`src/rtl/wdg_pkg.sv`:
```
package wdg_pkg;
  typedef enum logic {WDG_OFF = 1'b0, WDG_ARMED = 1'b1} wdg_state_e;
endpackage

```
`src/rtl/wdg_key_ctrl.sv`:
```
module wdg_key_ctrl
  import wdg_pkg::*;
#(
  parameter int unsigned KEY_W = 3
) (
  input  logic             clk_i,
  input  logic             rst_ni,
  input  logic             wr_en_i,
  input  logic             wr_enable_i,
  input  logic [KEY_W-1:0] wr_key_i,
  output logic             armed_o,
  output logic             kick_o
);
  wdg_state_e       state_q, state_d;
  logic [KEY_W-1:0] key_q, key_d;
  logic             inv_match;

  assign inv_match = (wr_key_i == ~key_q);

  always_comb begin
    state_d = state_q;
    key_d   = key_q;
    kick_o  = 1'b0;
    if (wr_en_i) begin
      if (state_q == WDG_OFF) begin
        if (wr_enable_i) begin
          state_d = WDG_ARMED;
          key_d   = wr_key_i;
          kick_o  = 1'b1;
        end
      end else begin
        key_d = wr_key_i;  // both service and re-key store the written key
        if (inv_match) begin
          kick_o  = 1'b1;
          state_d = wr_enable_i ? WDG_ARMED : WDG_OFF;
        end
      end
    end
  end

  always_ff @(posedge clk_i or negedge rst_ni) begin
    if (!rst_ni) begin
      state_q <= WDG_OFF;
      key_q   <= '0;
    end else begin
      state_q <= state_d;
      key_q   <= key_d;
    end
  end

  assign armed_o = (state_q == WDG_ARMED);

  p_off_ignore_r2: assert property (@(posedge clk_i) disable iff (!rst_ni)
    (state_q == WDG_OFF && wr_en_i && !wr_enable_i) |=> (state_q == WDG_OFF));
  p_start_r3: assert property (@(posedge clk_i) disable iff (!rst_ni)
    (state_q == WDG_OFF && wr_en_i && wr_enable_i) |=>
      (state_q == WDG_ARMED && key_q == $past(wr_key_i)));
  p_stop_r5: assert property (@(posedge clk_i) disable iff (!rst_ni)
    (state_q == WDG_ARMED && wr_en_i && !wr_enable_i && wr_key_i == ~key_q) |=>
      (state_q == WDG_OFF));
  p_rekey_r6: assert property (@(posedge clk_i) disable iff (!rst_ni)
    (state_q == WDG_ARMED && wr_en_i && wr_key_i != ~key_q) |=>
      (state_q == WDG_ARMED && key_q == $past(wr_key_i)));
endmodule

```
`src/rtl/wdg_timer.sv`:
```
module wdg_timer #(
  parameter int unsigned NMI_CYCLES = 5_000_000,
  parameter int unsigned RST_CYCLES = 165_000
) (
  input  logic clk_i,
  input  logic rst_ni,
  input  logic armed_i,
  input  logic kick_i,
  output logic nmi_o,
  output logic rst_req_o
);
  localparam int unsigned MAX_CYC = (NMI_CYCLES > RST_CYCLES) ? NMI_CYCLES : RST_CYCLES;
  localparam int unsigned CNT_W   = $clog2(MAX_CYC + 1);
  localparam logic [CNT_W-1:0] NMI_LAST = CNT_W'(NMI_CYCLES - 1);
  localparam logic [CNT_W-1:0] RST_LAST = CNT_W'(RST_CYCLES - 1);

  logic [CNT_W-1:0] cnt_q;
  logic             nmi_q, rst_q;

  // nmi_q doubles as the stage flag
  always_ff @(posedge clk_i or negedge rst_ni) begin
    if (!rst_ni) begin
      cnt_q <= '0;
      nmi_q <= 1'b0;
      rst_q <= 1'b0;
    end else if (kick_i) begin
      cnt_q <= '0;
      nmi_q <= 1'b0;
    end else if (armed_i && !rst_q) begin
      if (!nmi_q) begin
        if (cnt_q == NMI_LAST) begin
          nmi_q <= 1'b1;
          cnt_q <= '0;
        end else begin
          cnt_q <= cnt_q + 1'b1;
        end
      end else if (cnt_q == RST_LAST) begin
        rst_q <= 1'b1;
      end else begin
        cnt_q <= cnt_q + 1'b1;
      end
    end
  end

  assign nmi_o     = nmi_q;
  assign rst_req_o = rst_q;

  p_kick_clears_r7: assert property (@(posedge clk_i) disable iff (!rst_ni)
    kick_i |=> (!nmi_q && cnt_q == '0));
  p_nmi_needs_arm_r3: assert property (@(posedge clk_i) disable iff (!rst_ni)
    $rose(nmi_q) |-> $past(armed_i));
  p_rst_after_nmi_r8: assert property (@(posedge clk_i) disable iff (!rst_ni)
    $rose(rst_q) |-> $past(nmi_q));
  p_rst_sticky_r8: assert property (@(posedge clk_i) disable iff (!rst_ni)
    rst_q |=> rst_q);
endmodule

```
`src/rtl/keyed_watchdog.sv`:
```
module keyed_watchdog #(
  parameter int unsigned KEY_W      = 3,
  parameter int unsigned NMI_CYCLES = 5_000_000,
  parameter int unsigned RST_CYCLES = 165_000
) (
  input  logic             clk_i,
  input  logic             rst_ni,
  input  logic             wr_en_i,
  input  logic             wr_enable_i,
  input  logic [KEY_W-1:0] wr_key_i,
  output logic             nmi_req_o,
  output logic             chip_rst_req_o
);
  logic armed, kick;

  wdg_key_ctrl #(.KEY_W(KEY_W)) u_ctrl (
    .clk_i       (clk_i),
    .rst_ni      (rst_ni),
    .wr_en_i     (wr_en_i),
    .wr_enable_i (wr_enable_i),
    .wr_key_i    (wr_key_i),
    .armed_o     (armed),
    .kick_o      (kick)
  );

  wdg_timer #(.NMI_CYCLES(NMI_CYCLES), .RST_CYCLES(RST_CYCLES)) u_timer (
    .clk_i     (clk_i),
    .rst_ni    (rst_ni),
    .armed_i   (armed),
    .kick_i    (kick),
    .nmi_o     (nmi_req_o),
    .rst_req_o (chip_rst_req_o)
  );

  p_reset_quiet_r1: assert property (@(posedge clk_i) disable iff (!rst_ni)
    $rose(chip_rst_req_o) |-> nmi_req_o);
endmodule

```
`config.mk`:
```
export PLATFORM = sky130hd
export DESIGN_NAME = keyed_watchdog
export DESIGN_NICKNAME = d
export VERILOG_FILES = /design/src/rtl/wdg_pkg.sv /design/src/rtl/wdg_key_ctrl.sv /design/src/rtl/wdg_timer.sv /design/src/rtl/keyed_watchdog.sv
export SDC_FILE = /design/constraint.sdc
export NUM_CORES = 1
export LEC_CHECK = 0
export BUFFER_PORTS_ARGS = -buffer_cell sky130_fd_sc_hd__buf_2
export CORE_ASPECT_RATIO = 1.25
export CORE_MARGIN = 4
export CORE_UTILIZATION = 55
export CTS_CLUSTER_DIAMETER = 50
export DETAILED_ROUTE_END_ITERATION = 8
export PLACE_DENSITY = 0.86
export SYNTH_ARGS = -nofsm -noshare
export SYNTH_HDL_FRONTEND = slang
export SYNTH_SLANG_ARGS = --single-unit
```
`constraint.sdc`:
```
create_clock -name clk_i -period 2 [get_ports clk_i]
set_input_delay 0.3 -clock clk_i [delete_from_list [all_inputs] [get_ports clk_i]]
set_output_delay 0.3 -clock clk_i [all_outputs]
set_load 0.005 [all_outputs]
```
==> out/qor.txt, run 1 <==
status: completed
critical path endpoint category: flop
Final Cycle Share: 99.7%
cell area after synthesis: 1920 um^2
Arr. time, crit path: 2.20 ns
non-filler instance count after layout: 281
Tmin final: 1.99 ns
TritonCTS Sinks: 29
Crit Path Max Fanout: 12
number of core rows: 23
cts bufs inserted: 5
register bit count reported by yosys: 29
Ys Warns: 0
startpoint types: flop
Crit Path Class: reg -> reg
final net count: 252
Final ANT Viol Nets: 0
synth top area cells: dfrtp_1 38%, nand4_1 4.9%, nand2_1 4.1%
RSZ-0062 raised after global routing: yes
total track usage: 26.4%
worst hold-check path type: in -> async
# fillers: 256
first-pass GRT wire length: 8.83 mm
drt initial violations: 167
IO Port Bufs: 8
Compound-Gate Fraction of Synth Area: 16.2%
hpwl dp: 3.66 mm
Clock Latency Late Sink: 0.29 ns
CP Launch Point: u_timer.cnt_q[0]
worst slew pin tran: 0.643 ns
setup violators final: 0
maximum root-to-sink buffer count: 2
leading post-synthesis cells by instance count: 29 x dfrtp_1, 21 x nand2_1, 15 x nand4_1
largest net degree at the start of global routing: 30
worst clock skew: 0.00583 ns
post-synth top area share: 37.8%
Area growth syn-to-layout: 18.2%
maxcap violations: 0
adder-cell share of the synthesized area: 1.30%
post-synthesis cell type count: 53
syn_area_per_cell: 9.14 um^2
largest family of logic cells by synthesized area: simple AND/OR/NAND/NOR gates
wire per inst: 18.5 um
sequential cell area fraction in the yosys report: 37.8%
CTS root buf: clkbuf_8
dpl ws: 0.0230 ns
Via density: 6.80
top-count cell post-synth: dfrtp_1
fraction of layout instances using a drive strength above 1: 27.0%
Syn Inst Count: 210
Mapped Nets: 219
I/O Pins: 9
total wire length: 5.21 mm
core area: 3280 um^2
post-route cell area: 2270 um^2
Primary FF master, synth: dfrtp_1
antenna diode count: 0
final hold vios: 0
H-tree levels: 2
initial antenna violation count: 0
Leakage Power: 0.981 nW
Placed Cells: 272
max-slew violation count: 0
Initial DRT Pass Iterations: 5
DIE HEIGHT: 74.0 um
Worst-path clk slew: 0.07 ns
multiplexer share of the synthesized area: 1.76%
Worst Path Required: 2.20 ns
Congestion Overflow GR: 0
drt drc: 0
dominant cell type by area after synthesis: dfrtp_1
Max VDD drop: 655 uV
Die Footprint: 4500 um^2
vias in the first global route: 1857
asr flop ratio synth: 100%
die extent in x: 60.8 um
number of synthesized flops with an enable pin: 0
Synth Area in Simple Gates: 37.0%
Initial Util: 58.5%
Rel. slew slack: 57.1%
Pwr Density: 775 nW/um^2
RR Startpoint: u_timer.cnt_q[0]
Achievable Freq: 0.501 GHz
Synth Area in XOR/XNOR: 1.83%
GPL Wtd Cong: 1.01
final worst slack: 0.00544 ns
vias: 1910
Cell Area, Placed: 2150 um^2
CTS tree: done
## routing by layer
| metal | GRT usage [%] | part of all wire, % |
|---|---|---|
| met1 | 33.0 | 39 |
| met2 | 41.0 | 48 |
| met3 | 5.90 | 8.2 |
| met4 | 16.1 | 4.2 |
| met5 | 0 | 0 |
## area by class of cell
cell class                 instances  area (um^2)  share of cell area, %
clock buffer                       6         72.6                   3.20
clock inverter                     2         10.0                  0.441
tap                               37         46.3                   2.04
sequential                        29          726                   32.0
inverter                           2         7.51                  0.331
multi-input combinational        168         1140                   50.5
timing repair buffer              37          262                   11.5
## placed cells by master (no fill, tap or decap), types with 2 or more instances in the layout
master	count
buf_2	8
and3_2	2
xnor2_1	4
dfrtp_1	29
nand4b_1	5
ha_1	2
nor3_1	7
or3_2	2
a21o_1	4
and4_4	2
nor4bb_1	2
inv_1	2
nor2b_1	2
nor2_1	11
nor4_2	2
or4_1	2
o2111ai_1	3
a21oi_1	11
nand4_1	15
nand3_1	14
o21bai_1	3
nand3b_1	2
o22ai_1	6
buf_4	28
o211ai_1	3
clkinv_2	2
clkbuf_8	5
and3_1	3
or3_1	7
nand2_1	21
mux2_2	3
nor3b_1	2
a32o_1	3
o31ai_1	2
## stage by stage
| stage | power [mW] | hold slack, ns | TNS (ns) | util [%] |
|---|---|---|---|---|
| 6_report | 1.76 | 0.0327 | 0 | 69.1 |
| 5_1_grt | 1.86 | 0.0837 | -0.0468 | 69.1 |
| 3_5_place_dp | 1.24 | 0.371 | 0 | 65.4 |
| 4_1_cts | 1.72 | 0.0665 | 0 | 68.0 |
| 3_3_place_gp | 1.22 | 0.365 | 0 | 65.4 |
| 2_1_floorplan | 1.03 | 0.00441 | 0 | - |
## flip-flops by register name (all words and copies together), names as in the netlist
signal,count
u_ctrl.armed_o,1
u_ctrl.key_q,3
u_timer.cnt_q,23
u_timer.nmi_o,1
u_timer.rst_req_o,1
## path summary, 6_finish.rpt
| check | slack, ns | end | cells after the start |
|---|---|---|---|
| worst min-delay path | 0.03 | u_timer.cnt_q[3] | 1 |
| max in group asynchronous | 1.54 | u_timer.cnt_q[18] | 1 |
| min in group clk_i | 0.27 | u_ctrl.key_q[0] | 2 |
| worst max register to register | 0.005 | u_timer.cnt_q[1] | 7 |
| worst max-delay path | 0.005 | u_timer.cnt_q[1] | 7 |
| worst min register to register | 0.53 | u_ctrl.key_q[0] | 1 |
## cells by family (layout without fill, tap and decap cells)
group | count (synthesis) | after routing
adders and majority gates | 2 | 2
xor gates and xnor gates | 4 | 4
DFF | 29 | 29
and+or+nand+nor | 116 | 116
AOI/OAI and AO/OA | 43 | 43
muxes | 3 | 3
buffers and inverters | 13 | 47
## power breakdown
group | internal (mW) | switching (mW) | total, mW | leakage (nW)
clock network | 0.240 | 0.228 | 0.468 | 0.0450
logic | 0.249 | 0.305 | 0.554 | 0.548
registers | 0.657 | 0.0791 | 0.736 | 0.387
total | 1.15 | 0.612 | 1.76 | 0.981
## worst max-delay path, cell delays in order, from the launching register on
cell and delay [ns]:
dfrtp_1 0.39, buf_4 0.16, ha_1 0.23, nand4_1 0.15
o21ai_2 0.12, buf_6 0.17, or3b_2 0.49, a21oi_2 0.19
## what timing repair did
action / 4_1_cts / 5_1_grt
gates resized for setup: 1 / 8
buffers inserted: 0 / 1
hold endpoints to repair: 0 / 0
pin swaps: 0 / 2
endpoints found under the setup margin: 2 / 16
hold buffers: 0 / 0
(Power assumes the default switching activity.)
==> run 2, diff against run 1 <==
- CORE_ASPECT_RATIO: 1.25 -> 1.1
- CORE_UTILIZATION: 55 -> 52
- PLACE_DENSITY: 0.86 -> 0.83
==> out/qor.txt, run 2 (synthesis gave the netlist of run 1 again) <==
Leakage Power: 1.00 nW
IO Port Bufs: 8
Area growth syn-to-layout: 21.1%
dpl ws: -0.0123 ns
drt drc: 0
Initial DRT Pass Iterations: 4
Final ANT Viol Nets: 0
worst hold-check path type: in -> async
Achievable Freq: 0.495 GHz
GPL Wtd Cong: 0.935
Top Registers: u_timer.cnt_q (23), u_ctrl.key_q (3)
DIE HEIGHT: 71.7 um
die extent in x: 65.9 um
worst clock skew: 0.00528 ns
final hold vios: 29
antenna diode count: 0
hold buffers post-CTS: 0
worst slew pin tran: 0.642 ns
Tmin final: 2.02 ns
Die Footprint: 4730 um^2
RR Startpoint: u_timer.cnt_q[15]
CTS tree: done
critical path endpoint category: flop
Final Cycle Share: 101%
critical-path cell list: or4b_4, nor4_4, and4_4, o21bai_1, a32o_1
largest net degree at the start of global routing: 30
TritonCTS Sinks: 29
Top reg by flops: u_timer.cnt_q
final net count: 256
reg-to-reg endpoint: u_timer.cnt_q[14]
Max VDD drop: 553 uV
core area: 3440 um^2
max incr delay on CP: 0.53 ns
number of core rows: 22
total track usage: 24.0%
maxcap violations: 0
max-slew violation count: 0
Crit Path Max Fanout: 6
Via density: 6.50
post-layout utilization of the core: 67.6%
first-pass GRT wire length: 8.85 mm
hpwl dp: 3.55 mm
Rel. slew slack: 57.2%
Arr. time, crit path: 2.24 ns
violated checks: negative hold slack, negative setup slack
drt initial violations: 157
H-tree levels: 2
Initial Util: 55.8%
startpoint types: flop
Worst Path Required: 2.22 ns
max reg flops: 23
Pwr Density: 694 nW/um^2
Final Hold Slack: -0.0163 ns
Clock Latency Late Sink: 0.33 ns
CP top delay family: simple AND/OR/NAND/NOR gates
reg2reg path depth: 5
vias in the first global route: 1914
initial antenna violation count: 0
CP Launch Point: u_timer.cnt_q[15]
PnR Total Power: 1.61 mW
Crit-path slowest cell: or4b_4
status: complete, but fails checks
Reg2Reg Setup Slack: -0.02 ns
CTS root buf: clkbuf_4
WP buf/inv: 0
final worst slack: -0.0213 ns
Cell Area, Placed: 2180 um^2
fraction of layout instances using a drive strength above 1: 32.3%
maximum root-to-sink buffer count: 2
Crit Path Class: reg -> reg
setup violators final: 1
wire per inst: 17.2 um
vias: 1923
Worst-path clk slew: 0.10 ns
I/O Pins: 9
total wire length: 5.10 mm
cts bufs inserted: 5
RSZ-0062 raised after global routing: yes
most common cell after layout, fill and taps aside: buf_4
post-route cell area: 2320 um^2
most frequent cells in the layout: 32 x buf_4, 26 x dfrtp_1, 21 x nand2_1
Congestion Overflow GR: 0
==> run 2: final cells by class <==
class                      count  area, um^2
inverter                       2        7.51
clock buffer                   6        41.3
tap                           48        60.1
timing repair buffer          41         300
clock inverter                 2        10.0
fill                         277        1120
multi-input combinational    168        1180
sequential                    29         729
==> run 2: worst max-delay path by stage <==
stage / end / depth (start not counted)
4_1_cts: u_timer.cnt_q[14] / 5
3_5_place_dp: u_timer.cnt_q[14] / 5
6_report: u_timer.cnt_q[14] / 5
5_1_grt: u_timer.cnt_q[9] / 6
3_3_place_gp: u_timer.cnt_q[15] / 5
2_1_floorplan: u_timer.cnt_q[1] / 7
==> run 2: per-stage QoR <==
step | cells | setup TNS (ns)
floorplan | 210 | 0
global placement | 282 | 0
detailed placement | 282 | -0.0160
CTS | 290 | 0
global route | 296 | -0.274
finish | 296 | -0.0213
==> run 2: timing repair <==
item,in CTS,in global routing
setup buffers,0,6
pin swaps,0,9
endpoints found under the setup margin,3,20
resized for setup,2,16
==> run 2: power breakdown <==
group / total (mW) / internal [mW] / switching (mW)
logic: 0.520 / 0.247 / 0.273
registers: 0.741 / 0.656 / 0.0854
clock network: 0.353 / 0.134 / 0.219
total: 1.61 / 1.04 / 0.578
==> run 2: layer usage <==
metal  wire length, um  global-route usage, %  part of all wire [%]
met2              2440                   36.3                    48
met1              2150                   31.7                    42
met5                 0                      0                     0
met4               151                   12.9                   3.0
met3               362                   5.17                   7.1
